===== src/rtl/nsub_pkg.sv =====
package nsub_pkg;

   localparam int BYTE_W = 8;
   localparam logic [BYTE_W-1:0] AFFINE_C = 8'h63;

   // multiply in GF(2^8) modulo x^8+x^4+x^3+x+1
   function automatic logic [7:0] gf_mul(input logic [7:0] a, input logic [7:0] b);
      logic [7:0] acc;
      logic [7:0] sh;
      acc = 8'h00;
      sh  = a;
      for (int i = 0; i < 8; i++) begin
         if (b[i]) acc = acc ^ sh;
         sh = {sh[6:0], 1'b0} ^ (sh[7] ? 8'h1b : 8'h00);
      end
      return acc;
   endfunction

   function automatic logic [7:0] gf_sq(input logic [7:0] a);
      return gf_mul(a, a);
   endfunction

   // affine output map of the forward substitution
   function automatic logic [7:0] affine(input logic [7:0] b);
      logic [7:0] r;
      for (int i = 0; i < 8; i++)
         r[i] = b[i] ^ b[(i+4)%8] ^ b[(i+5)%8] ^ b[(i+6)%8] ^ b[(i+7)%8] ^ AFFINE_C[i];
      return r;
   endfunction

endpackage


===== src/rtl/nsub_sbox.sv =====
module nsub_sbox #(
   parameter int W     = 8,
   parameter int STYLE = 0   // 0: addition chain for x^254, 1: product of squares
) (
   input  logic [W-1:0] a,
   output logic [W-1:0] y
);
   import nsub_pkg::*;

   initial begin
      if (W != BYTE_W) $error("nsub_sbox: W must be 8");
      if (STYLE < 0 || STYLE > 1) $error("nsub_sbox: STYLE must be 0 or 1");
   end

   logic [W-1:0] inv;

   generate
      if (STYLE == 0) begin : g_chain
         logic [W-1:0] x2, x3, x6, x12, x15, x30, x60, x120, x240, x252;
         always_comb begin
            x2   = gf_sq(a);
            x3   = gf_mul(x2, a);
            x6   = gf_sq(x3);
            x12  = gf_sq(x6);
            x15  = gf_mul(x12, x3);
            x30  = gf_sq(x15);
            x60  = gf_sq(x30);
            x120 = gf_sq(x60);
            x240 = gf_sq(x120);
            x252 = gf_mul(x240, x12);
            inv  = gf_mul(x252, x2);
         end
      end else begin : g_squares
         // 254 = 2+4+8+16+32+64+128
         logic [W-1:0] pw [7];
         logic [W-1:0] prod [7];
         always_comb begin
            pw[0] = gf_sq(a);
            for (int k = 1; k < 7; k++) pw[k] = gf_sq(pw[k-1]);
            prod[0] = pw[0];
            for (int k = 1; k < 7; k++) prod[k] = gf_mul(prod[k-1], pw[k]);
            inv = prod[6];
         end
      end
   endgenerate

   assign y = affine(inv);

endmodule


===== src/rtl/nsub_keybank.sv =====
module nsub_keybank #(
   parameter int              W       = 8,
   parameter logic [W-1:0]    RST_SEC = '0,
   parameter logic [W-1:0]    RST_DEC = '1
) (
   input  logic                clk,
   input  logic                rst,
   input  logic                load,
   input  logic                busy,
   input  logic [W-1:0]        sec_in,
   input  logic [W-1:0]        dec_in,
   output logic [1:0][W-1:0]   keys,     // [0] secret, [1] decoy
   output logic                err
);
   initial begin
      if (RST_SEC == RST_DEC) $error("nsub_keybank: reset keys must differ");
   end

   logic accept, refuse;
   assign accept = load && !busy && (sec_in != dec_in);
   assign refuse = load && !busy && (sec_in == dec_in);

   always_ff @(posedge clk) begin
      if (rst) begin
         keys[0] <= RST_SEC;
         keys[1] <= RST_DEC;
         err     <= 1'b0;
      end else if (accept) begin
         keys[0] <= sec_in;
         keys[1] <= dec_in;
         err     <= 1'b0;
      end else if (refuse) begin
         err     <= 1'b1;
      end
   end

   always @(posedge clk) begin
      if (!rst) AST_KEYS_DISTINCT: assert (keys[0] != keys[1]);
   end

   AST_BUSY_LOAD_IGNORED: assert property (@(posedge clk) disable iff (rst)
      busy |=> ($stable(keys) && $stable(err)));

   AST_EQUAL_PAIR_REFUSED: assert property (@(posedge clk) disable iff (rst)
      (load && !busy && sec_in == dec_in) |=> (err && $stable(keys)));

   AST_GOOD_PAIR_TAKEN: assert property (@(posedge clk) disable iff (rst)
      (load && !busy && sec_in != dec_in) |=> (!err && keys[0] == $past(sec_in)));

endmodule


===== src/rtl/nsub_lane.sv =====
module nsub_lane #(
   parameter int W     = 8,
   parameter int STYLE = 0
) (
   input  logic         clk,
   input  logic         rst,
   input  logic         en,
   input  logic [W-1:0] din,
   input  logic [W-1:0] key,
   output logic [W-1:0] q,
   output logic         v
);
   logic [W-1:0] mixed, sub;

   assign mixed = din ^ key;

   nsub_sbox #(.W(W), .STYLE(STYLE)) u_sbox (.a(mixed), .y(sub));

   always_ff @(posedge clk) begin
      if (rst) begin
         q <= '0;
         v <= 1'b0;
      end else begin
         v <= en;
         if (en) q <= sub;
      end
   end

   AST_HOLD_WHEN_IDLE: assert property (@(posedge clk) disable iff (rst)
      !en |=> $stable(q));

endmodule


===== src/rtl/nsub_stage.sv =====
module nsub_stage #(
   parameter int           W         = 8,
   parameter int           SBOX_STYLE = 0,
   parameter logic [W-1:0] RST_SEC   = 8'h00,
   parameter logic [W-1:0] RST_DEC   = 8'hFF
) (
   input  logic         clk,
   input  logic         rst,
   input  logic [W-1:0] din,
   input  logic         din_valid,
   input  logic         key_load,
   input  logic [W-1:0] key_sec_in,
   input  logic [W-1:0] key_dec_in,
   output logic [W-1:0] dout,
   output logic         dout_valid,
   output logic         key_error
);
   localparam int LANES = 2;   // lane 0 real, lane 1 decoy

   initial begin
      if (W != 8) $error("nsub_stage: W must be 8");
   end

   logic [1:0][W-1:0]      keys;
   logic [LANES-1:0][W-1:0] lane_q;
   logic [LANES-1:0]        lane_v;

   nsub_keybank #(.W(W), .RST_SEC(RST_SEC), .RST_DEC(RST_DEC)) u_keys (
      .clk(clk), .rst(rst), .load(key_load), .busy(din_valid),
      .sec_in(key_sec_in), .dec_in(key_dec_in),
      .keys(keys), .err(key_error)
   );

   generate
      for (genvar g = 0; g < LANES; g++) begin : g_lane
         nsub_lane #(.W(W), .STYLE(SBOX_STYLE)) u_lane (
            .clk(clk), .rst(rst), .en(din_valid), .din(din),
            .key(keys[g]), .q(lane_q[g]), .v(lane_v[g])
         );
      end
   endgenerate

   assign dout       = lane_q[0];
   assign dout_valid = lane_v[0];

   AST_VALID_AFTER_STROBE: assert property (@(posedge clk) disable iff (rst)
      din_valid |=> dout_valid);

   AST_NO_VALID_WITHOUT_STROBE: assert property (@(posedge clk) disable iff (rst)
      !din_valid |=> !dout_valid);

   AST_LANES_SAME_EDGE: assert property (@(posedge clk) disable iff (rst)
      lane_v[0] == lane_v[1]);

   AST_DECOY_DIFFERS: assert property (@(posedge clk) disable iff (rst)
      dout_valid |-> (lane_q[1] != dout));

endmodule


===== config.mk =====
export PLATFORM = sky130hd
export DESIGN_NAME = nsub_stage
export DESIGN_NICKNAME = d
export VERILOG_FILES = /design/src/rtl/nsub_pkg.sv /design/src/rtl/nsub_sbox.sv /design/src/rtl/nsub_keybank.sv /design/src/rtl/nsub_lane.sv /design/src/rtl/nsub_stage.sv
export SDC_FILE = /design/constraint.sdc
export NUM_CORES = 1
export LEC_CHECK = 0
export CAP_MARGIN = 10
export CELL_PAD_IN_SITES_DETAIL_PLACEMENT = 1
export CELL_PAD_IN_SITES_GLOBAL_PLACEMENT = 2
export CORE_ASPECT_RATIO = 1.2
export CORE_MARGIN = 2
export CORE_UTILIZATION = 44
export CTS_BUF_LIST = sky130_fd_sc_hd__clkbuf_4 sky130_fd_sc_hd__clkbuf_8
export CTS_CLUSTER_DIAMETER = 30
export DETAILED_ROUTE_END_ITERATION = 6
export GPL_TIMING_DRIVEN = 1
export HOLD_SLACK_MARGIN = 0.05
export PLACE_DENSITY = 0.95
export SETUP_SLACK_MARGIN = 0.05
export SYNTH_ARGS = -nofsm -noshare
export SYNTH_HDL_FRONTEND = slang
export SYNTH_SLANG_ARGS = --single-unit

===== constraint.sdc =====
create_clock -name clk -period 36.6 [get_ports clk]
set_input_delay 7.32 -clock clk [delete_from_list [all_inputs] [get_ports clk]]
set_output_delay 7.32 -clock clk [all_outputs]
set_load 0.01 [all_outputs]

==> flow_summary.toml <==
[layout]
postLayoutCoreUtil_pct = 47.34
diodes = 0
nets = 1637
drive_above_1_share_pct = 12.55
area_growth_pct = 6.209
fillCellCount = 3598

[floorplan]
rows = 69
dieHeight_microns = 193.7
die_x_microns = 162.1
core-area_sq_um = 29610
start_util_pct = 44.57
pin_count = 38
dieArea_sq_um = 31400

[timing]
tightest_slew_ps = 1139
fin_crit_ps = 29990
setup_viol = 0
fin_setup_tns_ps = 0
finClkSkew_ps = 2.854
rsz0062_at_grt = "false"
hold_viol = 0
maxSlewViolCount = 0
max_freq_mhz = 33.35
relSlewSlack_pct = 24.04
fin_crit_sh_pct = 81.93

[yosys]
ys_types = 102
ys_seq_area_share_pct = 2.730
synth.top_cell.area_share_pct = 17.32
netlist_area_sq_um = 13200
syn_inst = 1619
synth_seq_cells = 18
async_reset_ff_share_pct = 0
synth_nets = 1654
ys.flop_type = "dfxtp_1"
synthTopCellsByCount = "261 x xnor2_1, 197 x nor2_1, 127 x nand2_1"
yosys-top-cells-area = "xnor2_1 17%, xnor3_1 12%, xor2_1 6.1%"
yosys_warnings = 0
yosysMostFrequentCell = "xnor2_1"
yosys.area.top_type = "xnor2_1"
syn_avg_cell_area_sq_um = 8.153
synth_edf_count = 0

[cts]
clk_latency_ps = 260
cts_tree = "built"
cts_buffer_depth = 2
postCtsHoldBufs = 0
cts_setup_buffers = 0
clock-sinks = 18
cts-resized-gates = 0
numCtsBuffers = 3
htreeDepth = 1
cts_root_buf = "clkbuf_8"
clk_pin_slew_ps = 70

[detailed_routing]
antenna_left = 0
first_pass_iters = 5
wire_per_inst_microns = 19.86
drtIter0Drc = 719
drcViolationCount = 0
via_per_inst = 5.939
vias = 11830
wirelength_mm = 39.55

[global_routing]
grt_pass1_vias = 12250
antenna_found_initial = 0
grt_util_all_layers_pct = 24.83
grt_start_max_net_pins = 32
overflow = 0
grt_pass1_wl_mm = 65.00

[placed_design]
gp_congestion = 0.8826
io_buffers = 37
dp_hpwl_mm = 29.81

[setup_path]
cp-end-kind = "register"
worstPathMaxFanout = 31
cp.arrival_ps = 30110
r2r-end = "g_lane[0].u_lane.q[5]"
crit_slowest_cell = "xnor2_1"
slowest_delay_ps = 820
rrSetupSlack_ps = 13780
reg2regPathDepth = 67
start_kind = "input pin"
cpMostUsedCell = "xnor2_1"
reg2reg_from = "u_keys.keys[0]"
crit_required_ps = 36720
crit_type = "input pin to register"

[min_path]
hold_class = "register to register"
min_to = "u_keys.err"
min_path_cells = 2
min-delay-start = "u_keys.err"

[run]
drv_cap = 0

[status]
status = "completed"
==> logic make-up (layout without fill, tap and decap cells) <==
family / count (synthesis) / in the layout / share of synthesized area, %
AO/OA/AOI/OAI: 347 / 347 / 19.13
XOR/XNOR: 509 / 509 / 48.53
adder cells (fa/ha/maj): 8 / 8 / 0.7394
buffers and inverters: 130 / 112 / 4.437
flip-flops: 18 / 18 / 2.730
multiplexers: 71 / 71 / 5.631
AND/OR/NAND/NOR: 536 / 536 / 18.81
==> metrics by stage <==
step,instances,worst slack (ps),hold WS [ps],instance area [sq um]
final,1991,6614,458.2,14020
after global routing,1991,4802,483.5,14020
after CTS,1991,6647,464.4,14020
after detailed placement,1987,6435,453.7,13960
after global placement,1987,7283,448.1,13960
after floorplan,1619,11350,478.0,13200
==> cell type report <==
cell class / instances / area (sq um) / share of cell area [%]
clock buffer: 4 / 55.05 / 0.3927
inverter: 23 / 86.33 / 0.6159
multi-input combinational: 1471 / 12300 / 87.73
sequential: 18 / 360.3 / 2.571
tap: 390 / 488.0 / 3.481
timing repair buffer: 85 / 730.7 / 5.212
==> critical path, delay by kind of cell <==
kind                     cells  cell delay [ps]
XOR/XNOR                    36            14450
adder cells (fa/ha/maj)      5             2200
buffers and inverters        8             2080
AND/OR/NAND/NOR             10             1970
AO/OA/AOI/OAI                6             1270
multiplexers                 3              800
==> flip-flops by register name, indices dropped and copies added (netlist names) <==
name and flops:
u_keys.keys 8, g_lane.u_lane.v 1, g_lane.u_lane.q 8, u_keys.err 1
==> how the worst max path moves through the flow <==
stage	cells past startpoint	to	slack [ps]	start
floorplan	76	g_lane[0].u_lane.q[4]	11350	din[0]
global placement	67	g_lane[0].u_lane.q[2]	7280	din[0]
detailed placement	68	g_lane[0].u_lane.q[5]	6440	din[0]
CTS	68	g_lane[0].u_lane.q[5]	6650	din[0]
global route	68	g_lane[0].u_lane.q[4]	4800	din[0]
finish	68	g_lane[0].u_lane.q[5]	6610	din[0]
==> routing by layer <==
layer	global-route usage, %	up-vias	wire (microns)
li1	-	5644	-
met1	30.57	5836	16650
met2	46.82	259	20670
met3	1.005	86	1119
met4	6.588	0	1109
met5	0	-	0
==> cells in the final DEF (no fill, tap or decap), types with 9 or more instances in the layout <==
cell type and instances:
nor4_1 14, clkdlybuf4s50_1 37, a31oi_1 12, buf_4 48
or3_1 13, nor2_1 197, mux2i_1 56, xor2_2 15
a211oi_1 22, xor3_1 15, xnor2_1 257, inv_1 15
xnor2_2 40, dfxtp_1 18, o21a_1 12, and2_1 9
a21oi_1 76, nor2b_1 12, o21ai_0 47, o21ai_1 22
o22ai_1 12, a22oi_1 12, xor2_1 90, xnor2_4 11
nand2_1 127, nand3_1 41, nand2b_1 10, o211ai_1 28
nor3_1 61, xnor3_1 70
Power is not shown: default switching activity piles up to over one toggle a cycle in this logic, so the estimate is an artifact.
